## config.mk

```make
export PLATFORM = sky130hd
export DESIGN_NAME = xlat_cache
export DESIGN_NICKNAME = d
export VERILOG_FILES = /design/src/rtl/xc_pkg.sv /design/src/rtl/xc_prio_enc.sv /design/src/rtl/xc_tag_cmp.sv /design/src/rtl/xc_age_lru.sv /design/src/rtl/xc_slot_pick.sv /design/src/rtl/xlat_cache.sv
export SDC_FILE = /design/constraint.sdc
export NUM_CORES = 2
export LEC_CHECK = 0
export ABC_CLOCK_PERIOD_IN_PS = 6800
export BUFFER_PORTS_ARGS = -buffer_cell sky130_fd_sc_hd__buf_4
export CAP_MARGIN = 20
export CORE_MARGIN = 2
export CORE_UTILIZATION = 58
export DETAILED_ROUTE_END_ITERATION = 7
export GPL_TIMING_DRIVEN = 1
export HOLD_SLACK_MARGIN = 0.15
export MAX_ROUTING_LAYER = met4
export PLACE_DENSITY_LB_ADDON = 0.25
export SYNTH_ARGS = -nofsm -noshare
export SYNTH_HDL_FRONTEND = slang
export SYNTH_SLANG_ARGS = --single-unit
```

## constraint.sdc

```tcl
create_clock -name clk -period 6.8 [get_ports clk]
set_clock_uncertainty 0.15 [all_clocks]
set_input_delay 0.68 -clock clk [delete_from_list [all_inputs] [get_ports clk]]
set_output_delay 0.68 -clock clk [all_outputs]
set_load 0.02 [all_outputs]
```

## src/rtl/xc_pkg.sv

```systemverilog
package xc_pkg;

    // Where a fill lands
    typedef enum logic [1:0] {
        SLOT_NONE     = 2'd0,
        SLOT_CONFLICT = 2'd1,
        SLOT_FREE     = 2'd2,
        SLOT_LRU      = 2'd3
    } slot_src_e;

endpackage

```

## src/rtl/xc_prio_enc.sv

```systemverilog
module xc_prio_enc #(
    parameter int W  = 16,
    localparam int IW = (W > 1) ? $clog2(W) : 1
) (
    input  logic [W-1:0]  req_i,
    output logic          any_o,
    output logic [IW-1:0] idx_o
);
    // Lowest set bit wins
    always_comb begin
        any_o = |req_i;
        idx_o = '0;
        for (int i = W - 1; i >= 0; i--) begin
            if (req_i[i]) idx_o = IW'(i);
        end
    end
endmodule

```

## src/rtl/xc_tag_cmp.sv

```systemverilog
module xc_tag_cmp #(
    parameter int ENTRIES = 16,
    parameter int VPN_W   = 20,
    parameter int ASID_W  = 8
) (
    input  logic [ENTRIES-1:0]             vld_i,
    input  logic [ENTRIES-1:0]             glb_i,
    input  logic [ENTRIES-1:0][VPN_W-1:0]  vpn_i,
    input  logic [ENTRIES-1:0][ASID_W-1:0] asid_i,
    input  logic [VPN_W-1:0]               lk_vpn_i,
    input  logic [ASID_W-1:0]              lk_asid_i,
    input  logic [VPN_W-1:0]               fill_vpn_i,
    input  logic [ASID_W-1:0]              fill_asid_i,
    input  logic                           fill_glob_i,
    input  logic [VPN_W-1:0]               inv_vpn_i,
    output logic [ENTRIES-1:0]             lk_vec_o,
    output logic [ENTRIES-1:0]             fill_vec_o,
    output logic [ENTRIES-1:0]             inv_vec_o
);
    for (genvar e = 0; e < ENTRIES; e++) begin : g_ent
        logic lk_pg, fill_pg, inv_pg;
        assign lk_pg   = vpn_i[e] == lk_vpn_i;
        assign fill_pg = vpn_i[e] == fill_vpn_i;
        assign inv_pg  = vpn_i[e] == inv_vpn_i;

        assign lk_vec_o[e]   = vld_i[e] & lk_pg
                             & (glb_i[e] | (asid_i[e] == lk_asid_i));
        assign fill_vec_o[e] = vld_i[e] & fill_pg
                             & (glb_i[e] | fill_glob_i | (asid_i[e] == fill_asid_i));
        assign inv_vec_o[e]  = vld_i[e] & inv_pg;
    end
endmodule

```

## src/rtl/xc_age_lru.sv

```systemverilog
module xc_age_lru #(
    parameter int ENTRIES = 16,
    localparam int AW = $clog2(ENTRIES)
) (
    input  logic          clk,
    input  logic          rst_n,
    input  logic          touch_en_i,
    input  logic [AW-1:0] touch_idx_i,
    output logic [AW-1:0] lru_idx_o
);
    // Ages form a permutation of 0..ENTRIES-1; 0 is newest
    typedef struct packed {
        logic [ENTRIES-1:0][AW-1:0] age;
    } age_t;

    localparam logic [AW-1:0] OLDEST = AW'(ENTRIES - 1);

    age_t st_d, st_q;
    logic [AW-1:0] touched_age;

    always_comb begin
        st_d        = st_q;
        touched_age = st_q.age[touch_idx_i];
        if (touch_en_i) begin
            for (int j = 0; j < ENTRIES; j++) begin
                if (AW'(j) == touch_idx_i) begin
                    st_d.age[j] = '0;
                end else if (st_q.age[j] < touched_age) begin
                    st_d.age[j] = st_q.age[j] + 1'b1;
                end
            end
        end
    end

    always_comb begin
        lru_idx_o = '0;
        for (int j = 0; j < ENTRIES; j++) begin
            if (st_q.age[j] == OLDEST) lru_idx_o = AW'(j);
        end
    end

    always_ff @(posedge clk) begin
        if (!rst_n) begin
            for (int j = 0; j < ENTRIES; j++) st_q.age[j] <= AW'(j);
        end else begin
            st_q <= st_d;
        end
    end
endmodule

```

## src/rtl/xc_slot_pick.sv

```systemverilog
module xc_slot_pick
    import xc_pkg::*;
#(
    parameter int ENTRIES = 16,
    localparam int AW = $clog2(ENTRIES)
) (
    input  logic [ENTRIES-1:0] vld_i,
    input  logic [ENTRIES-1:0] conf_vec_i,
    input  logic [AW-1:0]      lru_idx_i,
    output logic [AW-1:0]      slot_idx_o,
    output slot_src_e          src_o,
    output logic [ENTRIES-1:0] dup_clear_o
);
    logic          conf_any, free_any;
    logic [AW-1:0] conf_idx, free_idx;

    xc_prio_enc #(.W(ENTRIES)) i_conf_enc (
        .req_i (conf_vec_i),
        .any_o (conf_any),
        .idx_o (conf_idx)
    );

    xc_prio_enc #(.W(ENTRIES)) i_free_enc (
        .req_i (~vld_i),
        .any_o (free_any),
        .idx_o (free_idx)
    );

    always_comb begin
        if (conf_any) begin
            src_o      = SLOT_CONFLICT;
            slot_idx_o = conf_idx;
        end else if (free_any) begin
            src_o      = SLOT_FREE;
            slot_idx_o = free_idx;
        end else begin
            src_o      = SLOT_LRU;
            slot_idx_o = lru_idx_i;
        end
        dup_clear_o             = conf_vec_i;
        dup_clear_o[slot_idx_o] = 1'b0;
    end
endmodule

```

## src/rtl/xlat_cache.sv

```systemverilog
module xlat_cache
    import xc_pkg::*;
#(
    parameter int ENTRIES = 16,
    parameter int VPN_W   = 20,
    parameter int ASID_W  = 8,
    parameter int PTE_W   = 32,
    localparam int AW = $clog2(ENTRIES)
) (
    input  logic              clk,
    input  logic              rst_n,
    input  logic              lk_valid_i,
    input  logic [VPN_W-1:0]  lk_vpn_i,
    input  logic [ASID_W-1:0] lk_asid_i,
    output logic              lk_hit_o,
    output logic [PTE_W-1:0]  lk_pte_o,
    input  logic              fill_valid_i,
    input  logic [VPN_W-1:0]  fill_vpn_i,
    input  logic [ASID_W-1:0] fill_asid_i,
    input  logic              fill_glob_i,
    input  logic [PTE_W-1:0]  fill_pte_i,
    input  logic              inv_valid_i,
    input  logic [VPN_W-1:0]  inv_vpn_i,
    input  logic              flush_i
);
    typedef struct packed {
        logic [ENTRIES-1:0]             vld;
        logic [ENTRIES-1:0]             glb;
        logic [ENTRIES-1:0][VPN_W-1:0]  vpn;
        logic [ENTRIES-1:0][ASID_W-1:0] asid;
        logic [ENTRIES-1:0][PTE_W-1:0]  pte;
    } tbl_t;

    tbl_t tbl_d, tbl_q;

    logic [ENTRIES-1:0] lk_match_vec, fill_conf_vec, inv_vec, dup_clear;
    logic               lk_any;
    logic [AW-1:0]      hit_idx, slot_idx, lru_idx, touch_idx;
    logic               fill_go, touch_en;
    slot_src_e          slot_src;

    xc_tag_cmp #(
        .ENTRIES (ENTRIES),
        .VPN_W   (VPN_W),
        .ASID_W  (ASID_W)
    ) i_cmp (
        .vld_i       (tbl_q.vld),
        .glb_i       (tbl_q.glb),
        .vpn_i       (tbl_q.vpn),
        .asid_i      (tbl_q.asid),
        .lk_vpn_i    (lk_vpn_i),
        .lk_asid_i   (lk_asid_i),
        .fill_vpn_i  (fill_vpn_i),
        .fill_asid_i (fill_asid_i),
        .fill_glob_i (fill_glob_i),
        .inv_vpn_i   (inv_vpn_i),
        .lk_vec_o    (lk_match_vec),
        .fill_vec_o  (fill_conf_vec),
        .inv_vec_o   (inv_vec)
    );

    xc_prio_enc #(.W(ENTRIES)) i_hit_enc (
        .req_i (lk_match_vec),
        .any_o (lk_any),
        .idx_o (hit_idx)
    );

    xc_slot_pick #(.ENTRIES(ENTRIES)) i_pick (
        .vld_i       (tbl_q.vld),
        .conf_vec_i  (fill_conf_vec),
        .lru_idx_i   (lru_idx),
        .slot_idx_o  (slot_idx),
        .src_o       (slot_src),
        .dup_clear_o (dup_clear)
    );

    assign fill_go   = fill_valid_i & ~flush_i;
    assign lk_hit_o  = lk_valid_i & lk_any;
    assign lk_pte_o  = tbl_q.pte[hit_idx];
    assign touch_en  = fill_go | lk_hit_o;
    assign touch_idx = fill_go ? slot_idx : hit_idx;

    xc_age_lru #(.ENTRIES(ENTRIES)) i_lru (
        .clk         (clk),
        .rst_n       (rst_n),
        .touch_en_i  (touch_en),
        .touch_idx_i (touch_idx),
        .lru_idx_o   (lru_idx)
    );

    always_comb begin
        tbl_d = tbl_q;
        if (flush_i) begin
            tbl_d.vld = '0;
        end else begin
            if (inv_valid_i) tbl_d.vld = tbl_d.vld & ~inv_vec;
            if (fill_go) begin
                if (slot_src == SLOT_CONFLICT) tbl_d.vld = tbl_d.vld & ~dup_clear;
                tbl_d.vld[slot_idx]  = 1'b1;
                tbl_d.glb[slot_idx]  = fill_glob_i;
                tbl_d.vpn[slot_idx]  = fill_vpn_i;
                tbl_d.asid[slot_idx] = fill_asid_i;
                tbl_d.pte[slot_idx]  = fill_pte_i;
            end
        end
    end

    always_ff @(posedge clk) begin
        if (!rst_n) tbl_q <= '0;
        else        tbl_q <= tbl_d;
    end
endmodule

```

==> results.toml <==
[worst_setup_path]
start_kind = "flip-flop"
cp_max_fo = 194
end_kind = "output port"
cp.required_ns = 5.97
worstPathArrival_ns = 5.85
crit_type = "flip-flop to output port"

[synthesis]
synth_cells = 6707
synth_cell_types = 81
synthFlopType = "dfxtp_1"
synth-seq-area-share_pct = 35.2
async_reset_ff_share_pct = 0
synth-seq-cells = 1056
ys.warnings.count = 0
avgSynthCellArea_sq_um = 8.96
netlist_area_sq_um = 60100
synth_edf_count = 0
synth_nets = 6886

[power_and_ir_drop]
p_per_area_nw_per_um2 = 212
p_leak_nw = 29.7
worst_ir_drop_vdd_v = 0.000213

[clock_network]
cts_setup_buffers = 0
clkLatencyLatePin_ns = 0.75
cts.sinks = 1056
cts.clk_slew.worst_paths_ns = 0.06
clockRootBuffer = "clkbuf_16"
cts_tree = "built"
clock_path_buffers = 3
cts_buffers = 113
cts.htree.levels = 3

[floorplanning]
row_count = 118
initial_utilization_pct = 58.3
core_area_sq_um = 103000
io_pins = 148
dieArea_sq_um = 106000
dieWidth_um = 326
die_h_um = 326

[sta]
worst_pin_slew_ns = 1.10
drv_slew = 0
slew_headroom_pct = 26.7
finalWorstSetupSlack_ns = 0.120
fmax_ghz = 0.150
fin_crit_sh_pct = 98.2
setup_viol = 0
hold_viol = 0
rsz0062_at_grt = "false"
fin_setup_tns_ns = 0
post-route-min-period_ns = 6.68

[route]
drcViolationCount = 0
via_per_inst = 6.23
ant_nets = 0
first_pass_iters = 6
finalWirelength_mm = 200
wl_per_cell_um = 24.5
first_iter_violations = 5763
route.vias.total = 50706

[layout]
areaGrowthSynthToFinish_pct = 12.0
seqCellArea_sq_um = 21100
drive_gt1_share_pct = 9.43
layout_common_cells = "1119 x mux2i_1, 1067 x nor2_1, 1056 x dfxtp_1"
final_nets = 6841
utilization_pct = 65.3
final_common_cell = "mux2i_1"
fillers = 8683
multiInputGateArea_sq_um = 36600

[grt]
grt_max_degree = 205
grt_overflow_total = 0
track_usage_pct = 37.6
grt_pass1_vias = 48274
antenna_found_initial = 6
grt_first_pass_wirelength_mm = 302

[place]
pre_cts_slack_ns = 0.149
gp_congestion = 1.07
numPortBuffers = 147
hpwl_mm = 126

[run_status]
status = "finished clean"

[job]
maxCapViolCount = 0

[hold_path]
min_path_type = "primary input to flip-flop"
synth_stat cells (all sizes together), types with 5 or more instances:
cell type	number	share of area, %
a221o	5	0.083
nor4	169	1.8
nand4	194	2.0
o311ai	25	0.36
dfxtp	1056	35
inv	40	0.25
nand2	112	0.70
a21boi	6	0.075
a211oi	244	3.1
and3	22	0.23
o211ai	25	0.31
ha	64	1.3
o31a	10	0.15
clkbuf	403	2.5
nand3	105	0.87
o21a	16	0.20
xor2	553	8.1
nor2	1069	6.7
a21oi	231	1.9
a31o	5	0.073
a31oi	14	0.15
or3	9	0.094
xnor2	661	9.6
or4	14	0.18
mux2	8	0.16
nor3	39	0.32
mux2i	1120	19
nand2b	10	0.10
o21ai	74	0.62
or2	8	0.083
a21o	6	0.075
buf	174	1.5
and2	20	0.21
o41ai	5	0.073
nor2b	136	1.4
worst paths after layout:
kind	from	end	slack (ns)	cells past startpoint
min reg2reg	flip-flop	flip-flop	0.33	2
max reg2reg	flip-flop	i_lru.st_q[59]	0.60	21
max	flip-flop	lk_pte_o[6]	0.12	14
min	fill_pte_i[6]	flip-flop	0.17	3
critical path: stages (launching register included):
cell	delay, ns
dfxtp_1	0.34
xor2_1	0.17
nor4_1	0.39
a21oi_1	0.30
nor4_1	0.71
nor2_1	0.25
a31o_1	0.32
a211oi_4	0.33
buf_4	0.25
buf_16	0.56
a211oi_1	0.21
a211oi_1	0.29
a21oi_1	0.09
a21oi_1	0.37
buf_4	0.22
cell type report:
type / instances / area share [%]
Sequential cell: 1056 / 31.4
Inverter: 40 / 0.234
Antenna cell: 6 / 0.0223
Tap cell: 1380 / 2.57
Timing Repair Buffer: 417 / 5.49
Multi-Input combinational cell: 5034 / 54.3
Clock inverter: 49 / 1.06
Clock buffer: 162 / 4.86
layer usage:
| layer | GRT usage (%) | vias up | part of all wire [%] |
|---|---|---|---|
| met5 | - | - | 0 |
| met4 | 18.1 | 0 | 6.0 |
| met3 | 7.06 | 747 | 9.6 |
| met2 | 55.7 | 2501 | 43 |
| met1 | 49.2 | 24376 | 42 |
| li1 | - | 23082 | - |
kinds of logic (layout without fill, tap and decap cells):
family	after synthesis	after routing	synth area share [%]
adder cells (fa/ha/maj)	64	64	1.33
other	0	6	0
AND/OR/NAND/NOR	1926	1926	15.0
buffers and inverters	617	668	4.24
XOR/XNOR	1214	1214	17.7
flip-flops	1056	1056	35.2
multiplexers	1128	1128	18.8
AO/OA/AOI/OAI	702	702	7.73
timing repair:
item / CTS / global route
gates resized for setup: 0 / 4
setup endpoints to repair: 0 / 27
endpoints found under the hold margin: 64 / 0
hold buffers: 18 / 0
stage by stage:
step	hold slack, ns	cells	total power, mW	area (sq um)
CTS	0.151	8137	14.2	67200
global placement	0.314	7908	7.72	63100
floorplan	0.302	6707	7.25	60100
finish	0.175	8144	14.2	67300
detailed placement	0.321	7908	7.73	63100
global route	0.170	8144	14.6	67300
power breakdown:
part	switching, mW	total (mW)	internal, mW
clock network	2.72	6.57	3.85
logic	0.908	1.40	0.487
registers	0.0456	6.27	6.22
Power figures use the tool's default switching activity.
